## config.mk

```make
export PLATFORM = sky130hd
export DESIGN_NAME = rx_fault_flag
export DESIGN_NICKNAME = d
export VERILOG_FILES = /design/src/rtl/rxf_pkg.sv /design/src/rtl/rxf_cause_gate.sv /design/src/rtl/rxf_release_timer.sv /design/src/rtl/rxf_pin_mux.sv /design/src/rtl/rx_fault_flag.sv
export SDC_FILE = /design/constraint.sdc
export NUM_CORES = 1
export LEC_CHECK = 0
export ABC_AREA = 1
export ABC_CLOCK_PERIOD_IN_PS = 1700
export BUFFER_PORTS_ARGS = -buffer_cell sky130_fd_sc_hd__clkbuf_2
export CORE_UTILIZATION = 46
export DETAILED_ROUTE_END_ITERATION = 12
export PLACE_DENSITY_LB_ADDON = 0.2
export SETUP_SLACK_MARGIN = 0.1
export SLEW_MARGIN = 20
export SYNTH_ARGS = -nofsm -noshare
export SYNTH_HDL_FRONTEND = slang
export SYNTH_SLANG_ARGS = --single-unit
```

## constraint.sdc

```tcl
create_clock -name clk -period 1.7 [get_ports clk]
set_input_delay 0.34 -clock clk [delete_from_list [all_inputs] [get_ports clk]]
set_output_delay 0.34 -clock clk [all_outputs]
set_load 0.05 [all_outputs]
```

## src/rtl/rxf_pkg.sv

```systemverilog
package rxf_pkg;
    localparam int NCAUSE = 6;

    localparam int C_UNLOCK   = 0;
    localparam int C_PARITY   = 1;
    localparam int C_VALIDITY = 2;
    localparam int C_NONPCM   = 3;
    localparam int C_RATE_LIM = 4;
    localparam int C_RATE_CHG = 5;

    typedef logic [NCAUSE-1:0] cause_vec_t;

    // causes whose effect outlasts the event and needs the preamble count
    localparam cause_vec_t HELD_CAUSES = cause_vec_t'(
        (1 << C_UNLOCK) | (1 << C_RATE_LIM) | (1 << C_RATE_CHG));

    localparam cause_vec_t MASK_AT_RESET = cause_vec_t'(1 << C_UNLOCK);

    localparam int SRC_W    = 3;
    localparam int SRC_AUTO = 0;
    localparam int SRC_RX   = 1;
endpackage

```

## src/rtl/rxf_cause_gate.sv

```systemverilog
module rxf_cause_gate
    import rxf_pkg::*;
(
    input  logic       clk,
    input  logic       rst_n,
    input  cause_vec_t events,
    input  cause_vec_t mask_wdata,
    input  logic       mask_we,
    output logic       any_err,
    output logic       held_err
);
    typedef struct packed {
        cause_vec_t mask;
    } gate_state_t;

    gate_state_t st_d, st_q;
    cause_vec_t  hit;

    for (genvar i = 0; i < NCAUSE; i++) begin : g_hit
        assign hit[i] = events[i] & st_q.mask[i];
    end

    always_comb begin
        st_d = st_q;
        if (mask_we) begin
            st_d.mask = mask_wdata;
        end
    end

    always_ff @(posedge clk or negedge rst_n) begin
        if (!rst_n) begin
            st_q.mask <= MASK_AT_RESET;
        end else begin
            st_q <= st_d;
        end
    end

    assign any_err  = |hit;
    assign held_err = |(hit & HELD_CAUSES);
endmodule

```

## src/rtl/rxf_release_timer.sv

```systemverilog
module rxf_release_timer #(
    parameter int WAIT_SEL0 = 48,
    parameter int WAIT_SEL1 = 12,
    parameter int WAIT_SEL2 = 6,
    parameter int WAIT_SEL3 = 3
) (
    input  logic       clk,
    input  logic       rst_n,
    input  logic       blk_start,
    input  logic [1:0] rel_sel,
    input  logic       any_err,
    input  logic       held_err,
    output logic       hold
);
    localparam int MAX01 = (WAIT_SEL0 > WAIT_SEL1) ? WAIT_SEL0 : WAIT_SEL1;
    localparam int MAX23 = (WAIT_SEL2 > WAIT_SEL3) ? WAIT_SEL2 : WAIT_SEL3;
    localparam int MAXW  = (MAX01 > MAX23) ? MAX01 : MAX23;
    localparam int CNT_W = $clog2(MAXW + 1);

    typedef struct packed {
        logic             hold;
        logic [CNT_W-1:0] cnt;
    } tmr_state_t;

    tmr_state_t st_d, st_q;
    logic [CNT_W-1:0] target;
    logic [CNT_W:0]   cnt_inc;

    always_comb begin
        case (rel_sel)
            2'b00:   target = CNT_W'(WAIT_SEL0);
            2'b01:   target = CNT_W'(WAIT_SEL1);
            2'b10:   target = CNT_W'(WAIT_SEL2);
            default: target = CNT_W'(WAIT_SEL3);
        endcase
    end

    assign cnt_inc = {1'b0, st_q.cnt} + 1'b1;

    always_comb begin
        st_d = st_q;
        if (held_err) begin
            st_d.hold = 1'b1;
            st_d.cnt  = '0;
        end else if (st_q.hold) begin
            if (any_err) begin
                st_d.cnt = '0;
            end else if (blk_start) begin
                if (cnt_inc >= {1'b0, target}) begin
                    st_d.hold = 1'b0;
                    st_d.cnt  = '0;
                end else begin
                    st_d.cnt = cnt_inc[CNT_W-1:0];
                end
            end
        end
    end

    always_ff @(posedge clk or negedge rst_n) begin
        if (!rst_n) begin
            st_q.hold <= 1'b1;
            st_q.cnt  <= '0;
        end else begin
            st_q <= st_d;
        end
    end

    assign hold = st_q.hold;

    // release happens only on a clean strobe cycle
    a_r4_release_on_strobe: assert property (@(posedge clk) disable iff (!rst_n)
        $fell(st_q.hold) |-> ($past(blk_start) && !$past(any_err)));

    // an error during the hold clears the count and keeps the hold
    a_r5_err_restarts: assert property (@(posedge clk) disable iff (!rst_n)
        (st_q.hold && any_err) |=> (st_q.hold && st_q.cnt == '0));

    // a held cause always starts a fresh hold
    a_r4_held_sets: assert property (@(posedge clk) disable iff (!rst_n)
        held_err |=> (st_q.hold && st_q.cnt == '0));
endmodule

```

## src/rtl/rxf_pin_mux.sv

```systemverilog
module rxf_pin_mux
    import rxf_pkg::*;
(
    input  logic             err_flag,
    input  logic             gate_mode,
    input  logic [SRC_W-1:0] main_src,
    input  logic             pin_sel,
    input  logic             irq_in,
    input  logic             pin_hiz,
    output logic             pin_out,
    output logic             pin_oe
);
    logic src_is_rx;
    logic status;

    assign src_is_rx = (main_src == SRC_W'(SRC_AUTO)) || (main_src == SRC_W'(SRC_RX));

    always_comb begin
        if (gate_mode && !src_is_rx) begin
            status = 1'b1;
        end else begin
            status = err_flag;
        end
        pin_out = pin_sel ? irq_in : status;
        pin_oe  = ~pin_hiz;
    end
endmodule

```

## src/rtl/rx_fault_flag.sv

```systemverilog
module rx_fault_flag
    import rxf_pkg::*;
#(
    parameter int WAIT_SEL0 = 48,
    parameter int WAIT_SEL1 = 12,
    parameter int WAIT_SEL2 = 6,
    parameter int WAIT_SEL3 = 3
) (
    input  logic             clk,
    input  logic             rst_n,
    input  logic             ev_unlock,
    input  logic             ev_parity,
    input  logic             ev_validity,
    input  logic             ev_nonpcm,
    input  logic             ev_rate_lim,
    input  logic             ev_rate_chg,
    input  logic             blk_start,
    input  logic [5:0]       mask_wdata,
    input  logic             mask_we,
    input  logic [1:0]       rel_sel,
    input  logic             gate_mode,
    input  logic [2:0]       main_src,
    input  logic             pin_sel,
    input  logic             irq_in,
    input  logic             pin_hiz,
    output logic             err_flag,
    output logic             pin_out,
    output logic             pin_oe
);
    cause_vec_t events;
    logic       any_err;
    logic       held_err;
    logic       hold;

    always_comb begin
        events             = '0;
        events[C_UNLOCK]   = ev_unlock;
        events[C_PARITY]   = ev_parity;
        events[C_VALIDITY] = ev_validity;
        events[C_NONPCM]   = ev_nonpcm;
        events[C_RATE_LIM] = ev_rate_lim;
        events[C_RATE_CHG] = ev_rate_chg;
    end

    rxf_cause_gate u_gate (
        .clk        (clk),
        .rst_n      (rst_n),
        .events     (events),
        .mask_wdata (mask_wdata),
        .mask_we    (mask_we),
        .any_err    (any_err),
        .held_err   (held_err)
    );

    rxf_release_timer #(
        .WAIT_SEL0 (WAIT_SEL0),
        .WAIT_SEL1 (WAIT_SEL1),
        .WAIT_SEL2 (WAIT_SEL2),
        .WAIT_SEL3 (WAIT_SEL3)
    ) u_timer (
        .clk       (clk),
        .rst_n     (rst_n),
        .blk_start (blk_start),
        .rel_sel   (rel_sel),
        .any_err   (any_err),
        .held_err  (held_err),
        .hold      (hold)
    );

    assign err_flag = hold | any_err;

    rxf_pin_mux u_pin (
        .err_flag  (err_flag),
        .gate_mode (gate_mode),
        .main_src  (main_src),
        .pin_sel   (pin_sel),
        .irq_in    (irq_in),
        .pin_hiz   (pin_hiz),
        .pin_out   (pin_out),
        .pin_oe    (pin_oe)
    );

    // non-receiver source under gating forces the error level on the pin
    a_r8_forced_high: assert property (@(posedge clk) disable iff (!rst_n)
        (gate_mode && !pin_sel && main_src > 3'd1) |-> pin_out);

    // the driver is off whenever high impedance is requested
    a_r10_hiz_off: assert property (@(posedge clk) disable iff (!rst_n)
        pin_hiz |-> !pin_oe);

    // the flag never drops while the timer still holds
    a_r3_hold_shows: assert property (@(posedge clk) disable iff (!rst_n)
        hold |-> err_flag);
endmodule

```

==> out/qor.csv <==
stage,metric,value,unit
clock_tree,clk_pin_slew_worst_paths,0.08,ns
finish,area_delta_synth_final,44.93,%
logic_synthesis,ys_types,24,
logic_synthesis,yosysTopAreaCell,dfrtp_1,
die,die_w,48.88,microns
clock_tree,cts_buffer_depth,2,
detailed_routing,drtAntennaViolNets,0,
clock_tree,clock_sinks,13,
die,die_y,48.88,microns
setup_path,crit_buf_inv,2,
detailed_routing,dr.pass1.iters,6,
timing,slew_headroom,0.7549,
place,io_buffers,26,
place,gp_congestion,0.8220,
setup_path,cp_cell_sequence,ha_2 > nand3_2 > xor2_1 > inv_1 > ha_4 > and3_4 > nand2_4 > nand2_4 > inv_6 > nand2_1 > nand2_1,
logic_synthesis,synth_top_area_frac,0.2723,
global_routing,grt_remaining_overflow,0,
logic_synthesis,syn_area,1011,sq um
logic_synthesis,syn-num-nets,166,
clock_tree,cts-buffers-inserted,3,
global_routing,antenna_found_initial,0,
logic_synthesis,syn_inst,130,
die,dieArea,2389,sq um
logic_synthesis,synth.most_common_cell,nand2_1,
timing,drv_slew,0,
finish,post_layout_nonfiller_instances,199,
setup_path,cp.required,1.88,ns
setup_path,cp-end-kind,register,
finish,drive_above_1_share,0.5000,
timing,period_share,1.058,
status,violations,setup timing,
global_routing,grt_max_degree,14,
timing,min_period,1.798,ns
logic_synthesis,yosys_warnings,0,
place,dp_cells,189,
power,irDropWorstVdd,0.5986,mV
detailed_routing,drt_iter0_markers,21,
setup_path,cpPeakStageDelay,0.41,ns
detailed_routing,vias,955,
finish,nets,209,
setup_path,worst-path-max-fanout,6,
finish,diodes,0,
timing,fmax,556.0,MHz
global_routing,grt_first_pass_wirelength,3539,microns
setup_path,path_class,reg2reg,
detailed_routing,viasPerCell,4.799,
detailed_routing,finalWirelength,2252,microns
logic_synthesis,synth_flop_cell,dfrtp_1,
clock_tree,cts_tree,yes,
timing,setup_ws,-0.09842,ns
logic_synthesis,synth.area.top_cells,"dfrtp_1 (27%), nand2_1 (17%), ha_1 (14%)",
power,power.total,753.9,uW
die,top_level_ports,28,
timing,setup_viol,8,
clock_tree,htreeDepth,1,
logic_synthesis,synth-edff-count,0,
logic_synthesis,seq_area_frac_synth,0.3243,
detailed_routing,wire_per_inst,11.32,microns
setup_path,path_delay_family,simple AND/OR/NAND/NOR gates,
power,power.density,514.6,nW/um^2
worst_hold_path,hp-class,in2reg,
global_routing,track_usage,0.1926,
timing,finalHoldViolations,0,
flow_run,drv_cap,0,
logic_synthesis,synthTopCellsByCount,"nand2_1 (45), inv_1 (21), dfrtp_1 (11), ha_1 (11), nor2_1 (8)",
timing,fin_skew,0.002222,ns
die,row_count,16,
logic_synthesis,synthesis.area_per_instance,7.777,sq um
logic_synthesis,ys_ff_latch,13,
timing,rsz0062_at_grt,true,
clock_tree,root_buffer,clkbuf_4,
setup_path,critPathSlowestCell,dfrtp_1,
place,dp_hpwl,1557,microns
timing,worstMarginPinSlew,0.3648,ns
global_routing,grt_pass1_vias,920,
die,start_util,0.5000,
logic_synthesis,async_flop_share,1.000,
setup_path,cp-start-kind,register,
power,power_leakage,0.7875,nW
timing,worst_hold_slack,0.2886,ns
die,core,2022,sq um
clock_tree,insertion_delay,0.28,ns
detailed_routing,drc,0,
setup_path,arrival,1.97,ns
status,status,finished with violations,
## area by class of cell
type,instances,area (sq um)
Multi-Input combinational cell,93,705.7
Fill cell,157,556.8
Sequential cell,13,329.1
Timing Repair Buffer,39,264.0
Inverter,23,105.1
Tap cell,27,33.78
Clock buffer,3,22.52
Clock inverter,1,5.005
## cells by family after synthesis
| logic type | Yosys count | share of synthesized area |
|---|---|---|
| buffers and inverters | 24 | 0.1027 |
| multiplexers | 6 | 0.06683 |
| AND/OR/NAND/NOR | 70 | 0.3181 |
| adder cells (fa/ha/maj) | 11 | 0.1361 |
| XOR/XNOR | 2 | 0.01733 |
| AO/OA/AOI/OAI | 4 | 0.03466 |
| flip-flops | 13 | 0.3243 |
## layer usage
metal  vias to the layer above  track usage  share of wire
met4                         0      0.02941         0.0027
met2                        21       0.3773           0.55
li1                        487            -              -
met5                         -            0              0
met3                         2      0.05607          0.035
met1                       445       0.2031           0.41
## through the flow
stage,TNS [ns],utilization,area (sq um),setup slack (ns)
final,-0.6505,0.7246,1465,-0.09842
after detailed placement,-0.6818,0.6101,1234,-0.1144
after global placement,-0.3604,0.6101,1234,-0.06885
after global routing,-1.509,0.7246,1465,-0.2134
after floorplan,0,-,1021,0.002566
after CTS,-0.7352,0.6510,1316,-0.1215
## what timing repair did
item | CTS | global route
hold buffers | 1 | 0
endpoints found under the setup margin | 9 | 9
pin swaps | 6 | 15
setup buffers | 0 | 5
hold endpoints to repair | 11 | 0
gates resized for setup | 8 | 27
## placed cells by master (no fill, tap or decap), drive strengths merged
cell,synthesis,layout
dfstp,2,2
nand4,1,1
mux2,6,6
nor3,2,2
nor2,9,9
o21ai,1,1
clkbuf,1,28
dfrtp,11,11
o22ai,1,1
a21oi,1,1
ha,11,11
dlygate4sd3,0,1
nand2,49,49
o21bai,1,1
bufinv,1,1
buf,0,13
inv,21,21
xor2,2,2
and3,1,1
clkinv,1,2
nand3,8,8
## power by group
part / switching [mW] / internal (mW)
clock: 0.104 / 0.0873
sequential: 0.0113 / 0.327
combinational: 0.116 / 0.108
total: 0.232 / 0.522
## registers in the layout (all words and copies together) (netlist names)
register      cells
u_gate.st_q       6
u_timer.hold      1
u_timer.st_q      6
## path summary, 6_finish.rpt
| kind | start | endpoint | slack (ns) | depth (start not counted) |
|---|---|---|---|---|
| worst max register to register | u_timer.st_q[1]$_DFFE_PN0P_ | u_timer.st_q[4]$_DFFE_PN0P_ | -0.1 | 11 |
| worst min-delay path | mask_wdata[1] | u_gate.st_q[1]$_DFFE_PN0P_ | 0.29 | 2 |
| max in group asynchronous | rst_n | u_gate.st_q[0]$_DFFE_PN1P_ | 0.93 | 2 |
| worst max-delay path | u_timer.st_q[1]$_DFFE_PN0P_ | u_timer.st_q[4]$_DFFE_PN0P_ | -0.1 | 11 |
| worst min register to register | u_timer.hold$_DFF_PN1_ | u_timer.hold$_DFF_PN1_ | 0.51 | 2 |
| min in group asynchronous | rst_n | u_timer.st_q[4]$_DFFE_PN0P_ | 0.48 | 2 |
Power figures use the tool's default switching activity.
